**config.mk**
```make
export PLATFORM = sky130hd
export DESIGN_NAME = spi_clk_prescaler
export DESIGN_NICKNAME = d
export VERILOG_FILES = /design/src/rtl/spi_presc_pkg.sv /design/src/rtl/presc_decode.sv /design/src/rtl/presc_channel.sv /design/src/rtl/spi_clk_prescaler.sv
export SDC_FILE = /design/constraint.sdc
export NUM_CORES = 1
export LEC_CHECK = 0
export CAP_MARGIN = 30
export CORE_ASPECT_RATIO = 1.75
export CORE_MARGIN = 2
export CORE_UTILIZATION = 44
export CTS_CLUSTER_DIAMETER = 40
export DETAILED_ROUTE_END_ITERATION = 10
export PLACE_DENSITY_LB_ADDON = 0.05
export SYNTH_ARGS = -nofsm -noshare
export SYNTH_HDL_FRONTEND = slang
export SYNTH_SLANG_ARGS = --single-unit
```
**constraint.sdc**
```tcl
create_clock -name clk -period 4.9 [get_ports clk]
set_input_delay 0.49 -clock clk [delete_from_list [all_inputs] [get_ports clk]]
set_output_delay 0.49 -clock clk [all_outputs]
set_load 0.01 [all_outputs]
```
**src/rtl/spi_presc_pkg.sv**
```systemverilog
package spi_presc_pkg;

    localparam int SCALE_W    = 16;
    localparam int LO_W       = 3;
    localparam int HI_LSB     = 8;
    localparam int HI_W       = 5;
    localparam int LO_MAX     = 4;
    localparam int COARSE_EXP = 5;
    localparam int MAX_EXP    = LO_MAX + 1 + COARSE_EXP;
    localparam int EXP_W      = $clog2(MAX_EXP + 1);
    localparam int CNT_W      = MAX_EXP - 1;

    localparam logic [SCALE_W-1:0] BYPASS_CODE = 16'h0007;
    localparam logic [HI_W-1:0]    COARSE_ON   = 5'h1F;

    typedef struct packed {
        logic [CNT_W-1:0]   cnt;
        logic               sck;
        logic               tick;
        logic [SCALE_W-1:0] scale;
    } chan_state_t;

endpackage

```
**src/rtl/presc_decode.sv**
```systemverilog
module presc_decode
    import spi_presc_pkg::*;
(
    input  logic [SCALE_W-1:0] scale_i,
    output logic [EXP_W-1:0]   exp_o
);
    localparam logic [SCALE_W-1:0] FIELD_MASK =
        SCALE_W'((1 << LO_W) - 1) | (SCALE_W'((1 << HI_W) - 1) << HI_LSB);

    logic [LO_W-1:0]    lo;
    logic [HI_W-1:0]    hi;
    logic               stray;
    logic               lo_ok;

    always_comb begin
        lo    = scale_i[LO_W-1:0];
        hi    = scale_i[HI_LSB +: HI_W];
        stray = |(scale_i & ~FIELD_MASK);
        lo_ok = (32'(lo) <= LO_MAX);
        if (scale_i == BYPASS_CODE) begin
            exp_o = '0;
        end else if (!stray && lo_ok && hi == '0) begin
            exp_o = EXP_W'(lo) + EXP_W'(1);
        end else if (!stray && lo_ok && hi == COARSE_ON) begin
            exp_o = EXP_W'(lo) + EXP_W'(1 + COARSE_EXP);
        end else begin
            exp_o = EXP_W'(MAX_EXP);
        end
    end

endmodule

```
**src/rtl/presc_channel.sv**
```systemverilog
module presc_channel
    import spi_presc_pkg::*;
(
    input  logic               clk,
    input  logic               rst_n,
    input  logic               en_i,
    input  logic [SCALE_W-1:0] scale_i,
    output logic               sck_o,
    output logic               tick_o
);
    chan_state_t      st_d, st_q;
    logic [EXP_W-1:0] exp_w;
    logic [CNT_W-1:0] half_m1;
    logic             bypass;
    logic             edge_hit;

    presc_decode u_decode (
        .scale_i (st_q.scale),
        .exp_o   (exp_w)
    );

    always_comb begin
        bypass = (exp_w == '0);
        if (bypass) begin
            half_m1 = '0;
        end else begin
            half_m1 = CNT_W'((32'd1 << (exp_w - EXP_W'(1))) - 32'd1);
        end
    end

    always_comb begin
        st_d     = st_q;
        edge_hit = 1'b0;
        if (!en_i) begin
            st_d.cnt   = '0;
            st_d.sck   = 1'b0;
            st_d.tick  = 1'b0;
            st_d.scale = scale_i;
        end else if (bypass) begin
            st_d.cnt  = '0;
            st_d.sck  = 1'b0;
            st_d.tick = 1'b1;
        end else begin
            edge_hit  = (st_q.cnt == half_m1);
            st_d.cnt  = edge_hit ? '0 : st_q.cnt + CNT_W'(1);
            st_d.sck  = st_q.sck ^ edge_hit;
            st_d.tick = edge_hit & st_q.sck;
        end
    end

    always_ff @(posedge clk or negedge rst_n) begin
        if (!rst_n) begin
            st_q <= '0;
        end else begin
            st_q <= st_d;
        end
    end

    assign sck_o  = st_q.sck;
    assign tick_o = st_q.tick;

    // an idle channel is silent on the next cycle
    p_idle_quiet_r6: assert property (@(posedge clk) disable iff (!rst_n)
        !en_i |=> (!sck_o && !tick_o));

    // the shadow code is frozen while running
    p_scale_frozen_r7: assert property (@(posedge clk) disable iff (!rst_n)
        en_i |=> $stable(st_q.scale));

    // the counter never passes the half-period limit
    p_cnt_in_range_r2: assert property (@(posedge clk) disable iff (!rst_n)
        st_q.cnt <= half_m1);

    // a tick only ever accompanies a falling serial clock
    p_tick_on_fall_r2: assert property (@(posedge clk) disable iff (!rst_n)
        (tick_o && !bypass) |-> $fell(sck_o));

    // bypass yields a tick on every enabled cycle
    p_bypass_tick_r3: assert property (@(posedge clk) disable iff (!rst_n)
        (en_i && bypass) |=> tick_o);

    // the decoded exponent never exceeds the largest ratio
    p_exp_bound_r5: assert property (@(posedge clk) disable iff (!rst_n)
        32'(exp_w) <= MAX_EXP);

endmodule

```
**src/rtl/spi_clk_prescaler.sv**
```systemverilog
module spi_clk_prescaler
    import spi_presc_pkg::*;
(
    input  logic               clk,
    input  logic               rst_n,
    input  logic [SCALE_W-1:0] tx_scale_i,
    input  logic [SCALE_W-1:0] rx_scale_i,
    input  logic               tx_en_i,
    input  logic               rx_en_i,
    output logic               tx_sck_o,
    output logic               rx_sck_o,
    output logic               tx_tick_o,
    output logic               rx_tick_o
);
    localparam int NUM_CH = 2;

    logic [SCALE_W-1:0] scale_a [NUM_CH];
    logic [NUM_CH-1:0]  en_a;
    logic [NUM_CH-1:0]  sck_a;
    logic [NUM_CH-1:0]  tick_a;

    assign scale_a[0] = tx_scale_i;
    assign scale_a[1] = rx_scale_i;
    assign en_a       = {rx_en_i, tx_en_i};

    for (genvar g = 0; g < NUM_CH; g++) begin : g_chan
        presc_channel u_chan (
            .clk     (clk),
            .rst_n   (rst_n),
            .en_i    (en_a[g]),
            .scale_i (scale_a[g]),
            .sck_o   (sck_a[g]),
            .tick_o  (tick_a[g])
        );
    end

    assign tx_sck_o  = sck_a[0];
    assign rx_sck_o  = sck_a[1];
    assign tx_tick_o = tick_a[0];
    assign rx_tick_o = tick_a[1];

    // a disabled receive channel stays quiet regardless of transmit
    p_rx_isolated_r8: assert property (@(posedge clk) disable iff (!rst_n)
        (!rx_en_i && tx_en_i) |=> (!rx_sck_o && !rx_tick_o));

endmodule

```
==> run summary <==
Fmax achieved = 228 MHz
CP Depth = 17
gr ovfl total = 0
worst path cell trace = inv_1 -> ha_1 -> and2b_4 -> or3_4 -> o32a_1 -> nor2_1 -> nand3_1 -> ha_1 -> xnor2_1 -> and2_1 -> nand3_1 -> a21o_1 -> o21ai_0 -> or4b_4 -> nor4_4 -> ha_1 -> and3_1
crit path max fanout = 11
Synth Area in Compound Gates = 14.8%
crit end category = flop
PwrDens = 247 nW/um^2
Worst-path clk slew = 0.07 ns
Most Frequent Cell on Critical Path = ha_1
Initial DRT Pass Iterations = 4
Slew Limit Fails = 0
H-Tree Depth = 2
finished layout cell area = 4290 um^2
reg2reg setup slack = 0.51 ns
top cell type's share of synthesized area = 37.3%
status = complete, no violations
Antenna diodes = 0
Worst Max-Slew Pin Slew = 0.853 ns
CTS tree = built
io pins = 40
post-placement cell count = 493
worst setup path start = g_chan[1].u_chan.st_q[0]$_DFFE_PN0N_
Synthesis Warnings = 0
Detail Route Antenna Nets = 0
RSZ-0062 raised after global routing = false
total power = 1.06 mW
top cell family by delay on the critical path = simple AND/OR/NAND/NOR gates
Synth Area in Simple Gates = 24.6%
Static Leak = 1.70 nW
library cells used by synthesis = 66
top post-synthesis cells by area = dfrtp_1, mux2_2, ha_1, nor3_1, nand2_1
sequential share of the synthesized area = 37.3%
clock sink count = 54
cts hold-fix bufs = 0
max incr delay on CP = 0.49 ns
die area = 9010 um^2
Synth Instances = 371
Buffers on Ports = 39
vias = 3027
DR vias/cell = 6.04
TritonCTS buffer count = 5
main combinational cell family by area after synthesis = simple AND/OR/NAND/NOR gates
CP max stage cell = or4b_4
vias in the first global route = 3097
CP Buf/Inv Count = 1
Avg Cell Area, Syn = 9.77 um^2
CTS root buffer = clkbuf_16
initial antenna violation count = 0
clock buffer depth = 2
Resized Gates After CTS = 0
dpl hpwl = 6480 um
EDFF count, synth = 0
row count = 43
core area = 7960 um^2
Clock Latency Late Sink = 0.29 ns
nets = 460
Die X = 72.6 um
total global routing track utilization = 21.2%
largest net degree at the start of global routing = 55
Non-Filler Instances = 501
starting density of the core = 45.5%
crit path kind = reg -> reg
die height = 124 um
cell taking the most area after synthesis = dfrtp_1
syn nets = 421
ys flop type = dfrtp_1
# fillers = 739
Setup Fix Bufs, Post-CTS = 0
Seq cells post-synth = 54
ys async rst share = 100%
gpl congestion = 0.913
Critical Path AT = 4.57 ns
worst r2r dst = g_chan[1].u_chan.sck_o$_DFF_PN0_
crit path launch type = flop
fin crit share = 89.5%
fraction of layout cells with a size suffix above 1 = 16.8%
DRC Markers = 0
max-cap violation count = 0
xor/xnor share of the synthesized area = 5.32%
final setup fails = 0
Placed Area = 4120 um^2
peak supply drop = 0.000131 V
Fin. Hold Viols = 0
Worst setup endpoint = g_chan[1].u_chan.sck_o$_DFF_PN0_
Reg2Reg Launch Point = g_chan[1].u_chan.st_q[0]$_DFFE_PN0N_
fin util = 53.8%
Worst EP required = 5.08 ns
min cycle time layout = 4.39 ns
HP Class = in -> async
mux cell area share after synthesis = 10.5%
setup ws final = 0.512 ns
initial DRC count = 170
Synth Area in Adders = 4.83%
mapped cell area = 3620 um^2
Area Overhead vs Synth = 18.3%
relative slew slack = 43.0%
first-pass GRT wire length = 14900 um
Clock Skew = 0.00545 ns
Reg2Reg Depth = 17
Setup WS pre-CTS = 0.563 ns
Avg WL per Cell = 17.2 um
setup TNS = 0 ns
final wirelength = 8630 um
Hold WS = 0.320 ns
==> final cells by class <==
cell class                 instances  area (um^2)  area share [%]
clock buffer                       6          129            3.01
clock inverter                     2         37.5           0.875
inverter                          11         41.3           0.963
multi-input combinational        292         2180            50.8
sequential                        54         1350            31.5
tap                               90          113            2.63
timing repair buffer              46          438            10.2
==> cell usage in the layout, fill, tap and decap left out, types with 13 or more instances in the layout <==
cell             instances
nor2_1                  22
dfrtp_1                 54
nand3_1                 20
nor3_1                  23
ha_1                    14
nand2_1                 27
clkdlybuf4s50_1         38
o21ai_0                 13
mux2_2                  33
==> logic make-up after synthesis <==
group,count (synthesis)
adders and majority gates,14
xor gates and xnor gates,22
DFF,54
buffers and inverters,25
and+or+nand+nor,152
AOI/OAI and AO/OA,70
muxes,34
==> power by group <==
part           internal, mW  total, mW  switching (mW)
Combinational        0.0787      0.145          0.0658
Clock                 0.242      0.403           0.162
Sequential            0.476      0.510          0.0345
==> state kept, by name, summed over array words and instances, names as in the netlist <==
| name | cells |
|---|---|
| g_chan.u_chan.st_q | 50 |
| g_chan.u_chan.sck_o | 2 |
| g_chan.u_chan.tick_o | 2 |
==> layer usage <==
metal	wire, um	GRT usage, %	vias up
met5	0	0	-
met4	256	9.03	0
met3	232	2.67	22
met2	4880	40.7	70
met1	3260	22.6	1478
li1	-	-	1457
==> how the worst min path moves through the flow <==
stage,slack [ns],endpoint
6_report,0.32,g_chan[1].u_chan.st_q[12]$_DFFE_PN0N_
5_1_grt,0.39,g_chan[1].u_chan.st_q[12]$_DFFE_PN0N_
4_1_cts,0.36,g_chan[1].u_chan.st_q[12]$_DFFE_PN0N_
3_5_place_dp,0.50,g_chan[0].u_chan.st_q[6]$_DFFE_PN0N_
3_3_place_gp,0.49,g_chan[0].u_chan.st_q[4]$_DFFE_PN0N_
2_1_floorplan,0.19,g_chan[0].u_chan.sck_o$_DFF_PN0_
==> synth_stat cells, drive strengths merged (4+ instances only) <==
master	n
nand4	7
or4	6
ha	14
o21a	5
inv	11
nand3	20
nor4	8
nor3	24
xnor2	11
nand2b	5
a21oi	11
dfrtp	54
nand2	29
nor2	22
a31oi	4
and3	4
o21ai	16
or3	7
and2	7
clkbuf	12
nor2b	4
mux2	33
xor2	11
Note: power is estimated with default switching activity, not from simulation.
